===== config.mk =====
export PLATFORM = sky130hd
export DESIGN_NAME = vic_top
export DESIGN_NICKNAME = d
export VERILOG_FILES = /design/src/rtl/vic_pkg.sv /design/src/rtl/vic_sync.sv /design/src/rtl/vic_sense.sv /design/src/rtl/vic_prio.sv /design/src/rtl/vic_top.sv
export SDC_FILE = /design/constraint.sdc
export NUM_CORES = 1
export LEC_CHECK = 0
export BUFFER_PORTS_ARGS = -buffer_cell sky130_fd_sc_hd__clkbuf_2
export CAP_MARGIN = 10
export CORE_UTILIZATION = 45
export CTS_BUF_LIST = sky130_fd_sc_hd__clkbuf_8
export DETAILED_ROUTE_END_ITERATION = 6
export PLACE_DENSITY = 0.66
export SLEW_MARGIN = 25
export SYNTH_ARGS = -nofsm -noshare
export SYNTH_HDL_FRONTEND = slang
export SYNTH_SLANG_ARGS = --single-unit

===== constraint.sdc =====
create_clock -name clk -period 3.2 [get_ports clk]
set_clock_uncertainty 0.1 [all_clocks]
set_input_delay 0.32 -clock clk [delete_from_list [all_inputs] [get_ports clk]]
set_output_delay 0.32 -clock clk [all_outputs]
set_load 0.1 [all_outputs]

===== src/rtl/vic_pkg.sv =====
package vic_pkg;

    localparam int NSRC = 64;
    localparam int DW   = 32;
    localparam int AW   = 3;
    localparam int SW   = $clog2(NSRC);
    localparam int VEC_LSB = DW - SW;

    localparam logic [AW-1:0] A_EN_HI   = 3'd0;
    localparam logic [AW-1:0] A_EN_LO   = 3'd1;
    localparam logic [AW-1:0] A_PND_HI  = 3'd2;
    localparam logic [AW-1:0] A_PND_LO  = 3'd3;
    localparam logic [AW-1:0] A_VECTOR  = 3'd4;
    localparam logic [AW-1:0] A_SENSE   = 3'd5;
    localparam logic [AW-1:0] A_STORE_A = 3'd6;
    localparam logic [AW-1:0] A_STORE_B = 3'd7;

    localparam int EXT_FIRST  = 19;
    localparam int EXT_LAST   = 25;
    localparam int EXT_TOP    = 14;
    localparam int PORT_FIRST = 48;
    localparam int PORT_LAST  = 63;
    localparam int PORT_TOP   = 31;

    localparam logic [DW-1:0] SENSE_WMASK = 32'hFFFF_7F00;

    typedef struct packed {
        logic [NSRC-1:0] prev;
        logic [NSRC-1:0] latch;
    } sense_state_t;

    typedef struct packed {
        logic [DW-1:0] en_hi;
        logic [DW-1:0] en_lo;
        logic [DW-1:0] sense;
        logic [DW-1:0] store_a;
        logic [DW-1:0] store_b;
        logic [DW-1:0] rdata;
    } vic_regs_t;

    // Which of the two words holds source s
    function automatic logic in_upper(input int s);
        return ((s / 16) % 2) == 1;
    endfunction

    // Bit lane of source s inside its word
    function automatic int lane_of(input int s);
        if (s == 0)       return 0;
        else if (s < 16)  return 16 - s;
        else if (s < 19)  return 18 - s;
        else if (s < 31)  return 33 - s;
        else if (s == 31) return 15;
        else if (s < 48)  return 63 - s;
        else              return s - 32;
    endfunction

    // Sense-select bit of source s, -1 when its sense is fixed
    function automatic int sense_lane(input int s);
        if (s >= EXT_FIRST && s <= EXT_LAST)   return EXT_TOP - (s - EXT_FIRST);
        if (s >= PORT_FIRST && s <= PORT_LAST) return PORT_TOP - (s - PORT_FIRST);
        return -1;
    endfunction

    function automatic logic [NSRC-1:0] words_to_src(input logic [DW-1:0] up_w,
                                                     input logic [DW-1:0] lo_w);
        logic [NSRC-1:0] v;
        int b;
        v = '0;
        for (int s = 0; s < NSRC; s++) begin
            b = lane_of(s);
            v[s] = in_upper(s) ? up_w[b[4:0]] : lo_w[b[4:0]];
        end
        return v;
    endfunction

    function automatic logic [DW-1:0] src_to_word(input logic [NSRC-1:0] v,
                                                  input logic upper);
        logic [DW-1:0] w;
        int b;
        w = '0;
        for (int s = 0; s < NSRC; s++) begin
            b = lane_of(s);
            if (in_upper(s) == upper) w[b[4:0]] = v[s];
        end
        return w;
    endfunction

endpackage


===== src/rtl/vic_sync.sv =====
module vic_sync #(
    parameter int             W       = 64,
    parameter int             STAGES  = 2,
    parameter logic [W-1:0]   RST_VAL = '1
) (
    input  logic         clk,
    input  logic         rst_n,
    input  logic [W-1:0] d_i,
    output logic [W-1:0] q_o
);

    logic [STAGES-1:0][W-1:0] st_d, st_q;

    always_comb begin
        st_d[0] = d_i;
        for (int i = 1; i < STAGES; i++) begin
            st_d[i] = st_q[i-1];
        end
    end

    always_ff @(posedge clk or negedge rst_n) begin
        if (!rst_n) st_q <= {STAGES{RST_VAL}};
        else        st_q <= st_d;
    end

    assign q_o = st_q[STAGES-1];

endmodule


===== src/rtl/vic_sense.sv =====
module vic_sense
    import vic_pkg::*;
(
    input  logic            clk,
    input  logic            rst_n,
    input  logic [NSRC-1:0] lvl_n_i,
    input  logic [NSRC-1:0] edge_mode_i,
    input  logic [NSRC-1:0] clr_i,
    output logic [NSRC-1:0] pend_o
);

    localparam logic [NSRC-1:0] USABLE = ~{{(NSRC-1){1'b0}}, 1'b1};

    sense_state_t st_d, st_q;
    logic [NSRC-1:0] fall;

    assign fall = st_q.prev & ~lvl_n_i;

    always_comb begin
        st_d.prev  = lvl_n_i;
        st_d.latch = edge_mode_i & USABLE & ((st_q.latch & ~clr_i) | fall);
    end

    always_ff @(posedge clk or negedge rst_n) begin
        if (!rst_n) begin
            st_q.prev  <= '1;
            st_q.latch <= '0;
        end else begin
            st_q <= st_d;
        end
    end

    for (genvar s = 0; s < NSRC; s++) begin : g_pend
        if (s == 0) begin : g_rsv
            assign pend_o[s] = 1'b0;
        end else begin : g_src
            assign pend_o[s] = edge_mode_i[s] ? st_q.latch[s] : ~lvl_n_i[s];
        end
    end

    logic [NSRC-1:0] hold_now, clr_now;
    assign hold_now = edge_mode_i & st_q.latch & ~clr_i;
    assign clr_now  = clr_i & ~fall;


    edge_hold_chk: assert property (@(posedge clk) disable iff (!rst_n)
        (hold_now != '0) |=> ((st_q.latch & $past(hold_now)) == $past(hold_now)));


    edge_clear_chk: assert property (@(posedge clk) disable iff (!rst_n)
        (clr_now != '0) |=> ((st_q.latch & $past(clr_now)) == '0));

endmodule


===== src/rtl/vic_prio.sv =====
module vic_prio
    import vic_pkg::*;
(
    input  logic [NSRC-1:0] active_i,
    output logic [SW-1:0]   num_o,
    output logic            any_o
);

    always_comb begin
        num_o = '0;
        for (int s = NSRC - 1; s >= 1; s--) begin
            if (active_i[s]) num_o = SW'(s);
        end
    end

    assign any_o = |active_i[NSRC-1:1];

endmodule


===== src/rtl/vic_top.sv =====
module vic_top
    import vic_pkg::*;
(
    input  logic            clk,
    input  logic            rst_n,
    input  logic [AW-1:0]   addr_i,
    input  logic            we_i,
    input  logic [DW-1:0]   wdata_i,
    output logic [DW-1:0]   rdata_o,
    input  logic [NSRC-1:0] src_n_i,
    output logic            irq_o
);

    vic_regs_t regs_d, regs_q;

    logic [NSRC-1:0] lvl_n, edge_mode, clr, pend, en, active;
    logic [SW-1:0]   vec_num;
    logic            vec_any;
    logic [DW-1:0]   vec_word;

    vic_sync #(.W(NSRC), .STAGES(2), .RST_VAL('1)) u_sync (
        .clk   (clk),
        .rst_n (rst_n),
        .d_i   (src_n_i),
        .q_o   (lvl_n)
    );

    vic_sense u_sense (
        .clk         (clk),
        .rst_n       (rst_n),
        .lvl_n_i     (lvl_n),
        .edge_mode_i (edge_mode),
        .clr_i       (clr),
        .pend_o      (pend)
    );

    vic_prio u_prio (
        .active_i (active),
        .num_o    (vec_num),
        .any_o    (vec_any)
    );

    always_comb begin
        int b;
        edge_mode = '0;
        for (int s = 0; s < NSRC; s++) begin
            b = sense_lane(s);
            if (b >= 0) edge_mode[s] = regs_q.sense[b[4:0]];
        end
    end

    assign en       = words_to_src(regs_q.en_hi, regs_q.en_lo);
    assign active   = pend & en;
    assign vec_word = {vec_num, {VEC_LSB{1'b0}}};
    assign clr      = words_to_src((we_i && addr_i == A_PND_HI) ? wdata_i : '0,
                                   (we_i && addr_i == A_PND_LO) ? wdata_i : '0);

    always_comb begin
        regs_d = regs_q;
        if (we_i) begin
            case (addr_i)
                A_EN_HI:   regs_d.en_hi   = wdata_i;
                A_EN_LO:   regs_d.en_lo   = wdata_i;
                A_SENSE:   regs_d.sense   = wdata_i & SENSE_WMASK;
                A_STORE_A: regs_d.store_a = wdata_i;
                A_STORE_B: regs_d.store_b = wdata_i;
                default:   ;
            endcase
        end
        case (addr_i)
            A_EN_HI:   regs_d.rdata = regs_q.en_hi;
            A_EN_LO:   regs_d.rdata = regs_q.en_lo;
            A_PND_HI:  regs_d.rdata = src_to_word(pend, 1'b1);
            A_PND_LO:  regs_d.rdata = src_to_word(pend, 1'b0);
            A_VECTOR:  regs_d.rdata = vec_word;
            A_SENSE:   regs_d.rdata = regs_q.sense;
            A_STORE_A: regs_d.rdata = regs_q.store_a;
            A_STORE_B: regs_d.rdata = regs_q.store_b;
            default:   regs_d.rdata = '0;
        endcase
    end

    always_ff @(posedge clk or negedge rst_n) begin
        if (!rst_n) regs_q <= '0;
        else        regs_q <= regs_d;
    end

    assign rdata_o = regs_q.rdata;
    assign irq_o   = vec_any;


    irq_needs_enable_chk: assert property (@(posedge clk) disable iff (!rst_n)
        irq_o |-> ((regs_q.en_hi | regs_q.en_lo) != '0));


    vec_is_active_chk: assert property (@(posedge clk) disable iff (!rst_n)
        vec_any |-> (vec_num != '0 && active[vec_num]));


    vec_is_lowest_chk: assert property (@(posedge clk) disable iff (!rst_n)
        vec_any |-> ((active & ((NSRC'(1) << vec_num) - NSRC'(1))) == '0));


    rsv_quiet_chk: assert property (@(posedge clk) disable iff (!rst_n)
        $fell(lvl_n[0]) |=> !pend[0]);

endmodule


==> flow_summary.json <==
{
  "drt-wirelength-per-cell_um": 19.28,
  "synth_area_sq_mm": 0.01493,
  "worst_pin_slew_ns": 0.6699,
  "clock_tree_from_tritoncts": "done",
  "post_drt_via_cell_ratio": 5.328,
  "dominant_register_cell_in_the_synthesized_netlist": "dfrtp_1",
  "timing.setup.critical_path_class": "register to output pin",
  "core_region_area_sq_mm": 0.03262,
  "hpwl_um": 25420,
  "max-slew-margin-rel_pct": 55.18,
  "yosysTopAreaCellShare_pct": 34.52,
  "leakage_uw": 0.008031,
  "final_max_slew_viol_count": 0,
  "path_clk_slew_ns": 0.06,
  "clk-insertion-delay-late_ns": 0.61,
  "postSynthAreaPerCell_sq_um": 12.18,
  "die-width_um": 184.2,
  "initial_core_util_pct": 45.78,
  "pin_count_of_the_biggest_net_entering_global_routing": 82,
  "commonest_non_fill_non_tap_cells_in_the_layout": "dfrtp_1 (206), dfstp_2 (149), mux2_2 (142), clkbuf_2 (129), nand2_1 (105)",
  "crit_arrival_ns": 2.63,
  "final_cell_area_sq_mm": 0.01835,
  "synth.ff_latch_count": 355,
  "run_status": "finished clean",
  "placed_area_sq_mm": 0.01604,
  "area_grow_syn2layout_pct": 22.88,
  "crit_family": "simple AND/OR/NAND/NOR gates",
  "portBuffers": 133,
  "yosys_warnings": 0,
  "critical_path.cell_chain": "nand2b_1, nand3_1, nand4_1, nor4_4, nand4_1, buf_12",
  "nNetsFinal": 1575,
  "worst_reg_to_reg_setup_slack_ns": 0.74,
  "layout.cells.most_common": "dfrtp_1",
  "cts.path.max_buffers": 3,
  "die_area_sq_mm": 0.03391,
  "yosys-top-cells-area": "dfrtp_1 (35%), dfstp_2 (26%), mux2_2 (11%)",
  "drv.max_cap_violation_count": 0,
  "filler_cell_count": 2784,
  "preCtsSetupSlack_ns": 0.3984,
  "worst_ep_required_time_ns": 2.78,
  "final_core_utilization_pct": 56.25,
  "row_count": 66,
  "post_synth_inst_count": 1226,
  "detail_route.wirelength_um": 37860,
  "drt_iter0_markers": 676,
  "critical-path-slowest-cell": "dfstp_2",
  "worstHoldPathType": "primary input to register",
  "synthArstFlopShare_pct": 100.0,
  "cp.buffers_inverters": 1,
  "number_of_iterations_in_the_first_detailed_routing_pass": 5,
  "grtUsageTotal_pct": 22.86,
  "critical_path.max_fanout": 3,
  "timing_hold_violations_final": 0,
  "cts_sinks": 355,
  "grt_overflow_total": 0,
  "post_route_cells_drive_above_1_share_pct": 38.07,
  "routed-via-count": 10460,
  "setup.worst_path.end_class": "output pin",
  "die_y_um": 184.2,
  "routability_congestion_estimate": 0.9509,
  "yosys.cell_types.count": 61,
  "ant_nets": 0,
  "diodes": 0,
  "synth_nets": 1328,
  "timing.fmax_ghz": 0.3273,
  "io_pins": 135,
  "power_per_cell_area_mw_per_mm2": 667.3,
  "grt_pass1_vias": 10510,
  "peakVddDrop_mv": 0.3611,
  "wire_length_of_the_first_global_routing_pass_um": 58440,
  "setup.worst_path.start_class": "register",
  "synth_enable_flop_cells": 0,
  "numCtsBuffers": 58,
  "setup_slack_ns": 0.1450,
  "setup_viol_count_final": 0,
  "root_buffer": "clkbuf_8",
  "synth_top_area_cell": "dfrtp_1",
  "fin_crit_ns": 3.055,
  "detailed_route_drc_error_count": 0,
  "cpPeakStageDelay_ns": 0.54,
  "ctsHtreeMaxLevel": 2,
  "grt_antenna_before_repair": 0,
  "timing.critical_path.mode_cell": "nand4_1",
  "ys_seq_area_share_pct": 60.74,
  "layout_worst_path_cycle_share_pct": 95.47
}
## kinds of logic after synthesis
group | synth area share, %
muxes | 13.57
and+or+nand+nor | 12.35
AOI/OAI and AO/OA | 9.511
DFF | 60.74
buffers and inverters | 3.829
## synthesized netlist by cell type (all sizes together), types with 3 or more instances
master  instances
a311oi          4
nor3           10
buf            54
nand3          36
mux2          145
o31ai           4
dfstp         149
o21ai          61
o21a            8
a21boi          3
mux2i          19
clkbuf         25
a32oi           3
mux4            9
a21oi          60
a211oi          5
nor2           43
o22ai          13
and3            5
a22oi           6
nand2         106
inv            32
o221ai          3
dfrtp         206
a31oi          14
o211ai         16
nor2b          65
and2            6
a221oi         11
nand4          12
nand2b         65
## per-stage QoR
step                setup TNS (ns)  total power, uW  hold WS [ns]  instances
detailed placement               0             8074        0.2468       1758
global placement                 0             8005        0.2454       1758
CTS                              0            12310       0.09913       1962
global route              -0.01246            12850        0.1560       1963
floorplan                        0             7417      -0.07559       1226
finish                           0            12250        0.1591       1963
## sequential cells by signal, summed over array words and instances (netlist names)
signal,count
regs_q,151
u_sync.q_o,63
u_sync.st_d,63
u_sense.st_q,46
rdata_o,32
## final timing paths
path,from,to,cells past startpoint
worst max-delay path,u_sync.q_o[52],irq_o,6
worst min-delay path,we_i,regs_q[80],3
worst max register to register,u_sync.q_o[1],rdata_o[26],7
worst min register to register,u_sync.st_d[103],u_sync.q_o[39],0
max in group asynchronous,rst_n,u_sync.st_d[109],3
min in group asynchronous,rst_n,u_sense.st_q[59],2
## power breakdown
group          internal, uW  switching, uW  leakage (uW)
clock network          2300           1780      0.000723
registers              5200            401       0.00408
logic                  1000           1570       0.00323
total                  8500           3750       0.00803
## timing repair
action | 4_1_cts | 5_1_grt
pin swaps | 1 | 6
setup buffers | 0 | 1
hold endpoints to repair | 295 | 0
setup endpoints to repair | 1 | 1
hold buffers | 96 | 0
resized for setup | 5 | 18
## worst reg2reg max path, stage by stage, from the launching register on
cell and delay, ns:
dfstp_2 0.54, nand2b_1 0.22, nand2_1 0.12, and3_1 0.23
a221oi_2 0.23, o22ai_1 0.18, or4_1 0.54, o22a_1 0.18
## routing by layer
metal	track usage [%]	vias up	share of wire, %
met5	0	-	0
met4	8.133	0	2.6
met3	4.505	66	6.0
met2	36.29	332	46
met1	31.30	5271	45
li1	-	4790	-
## area by class of cell
| type | count | area [sq um] | share of cell area [%] |
|---|---|---|---|
| Timing Repair Buffer | 266 | 1982 | 10.80 |
| Clock buffer | 73 | 1005 | 5.476 |
| Tap cell | 442 | 553.0 | 3.014 |
| Inverter | 32 | 120.1 | 0.6546 |
| Clock inverter | 35 | 235.2 | 1.282 |
| Sequential cell | 355 | 9070 | 49.43 |
| Multi-Input combinational cell | 760 | 5384 | 29.34 |
Note: power is estimated with default switching activity, not from simulation.
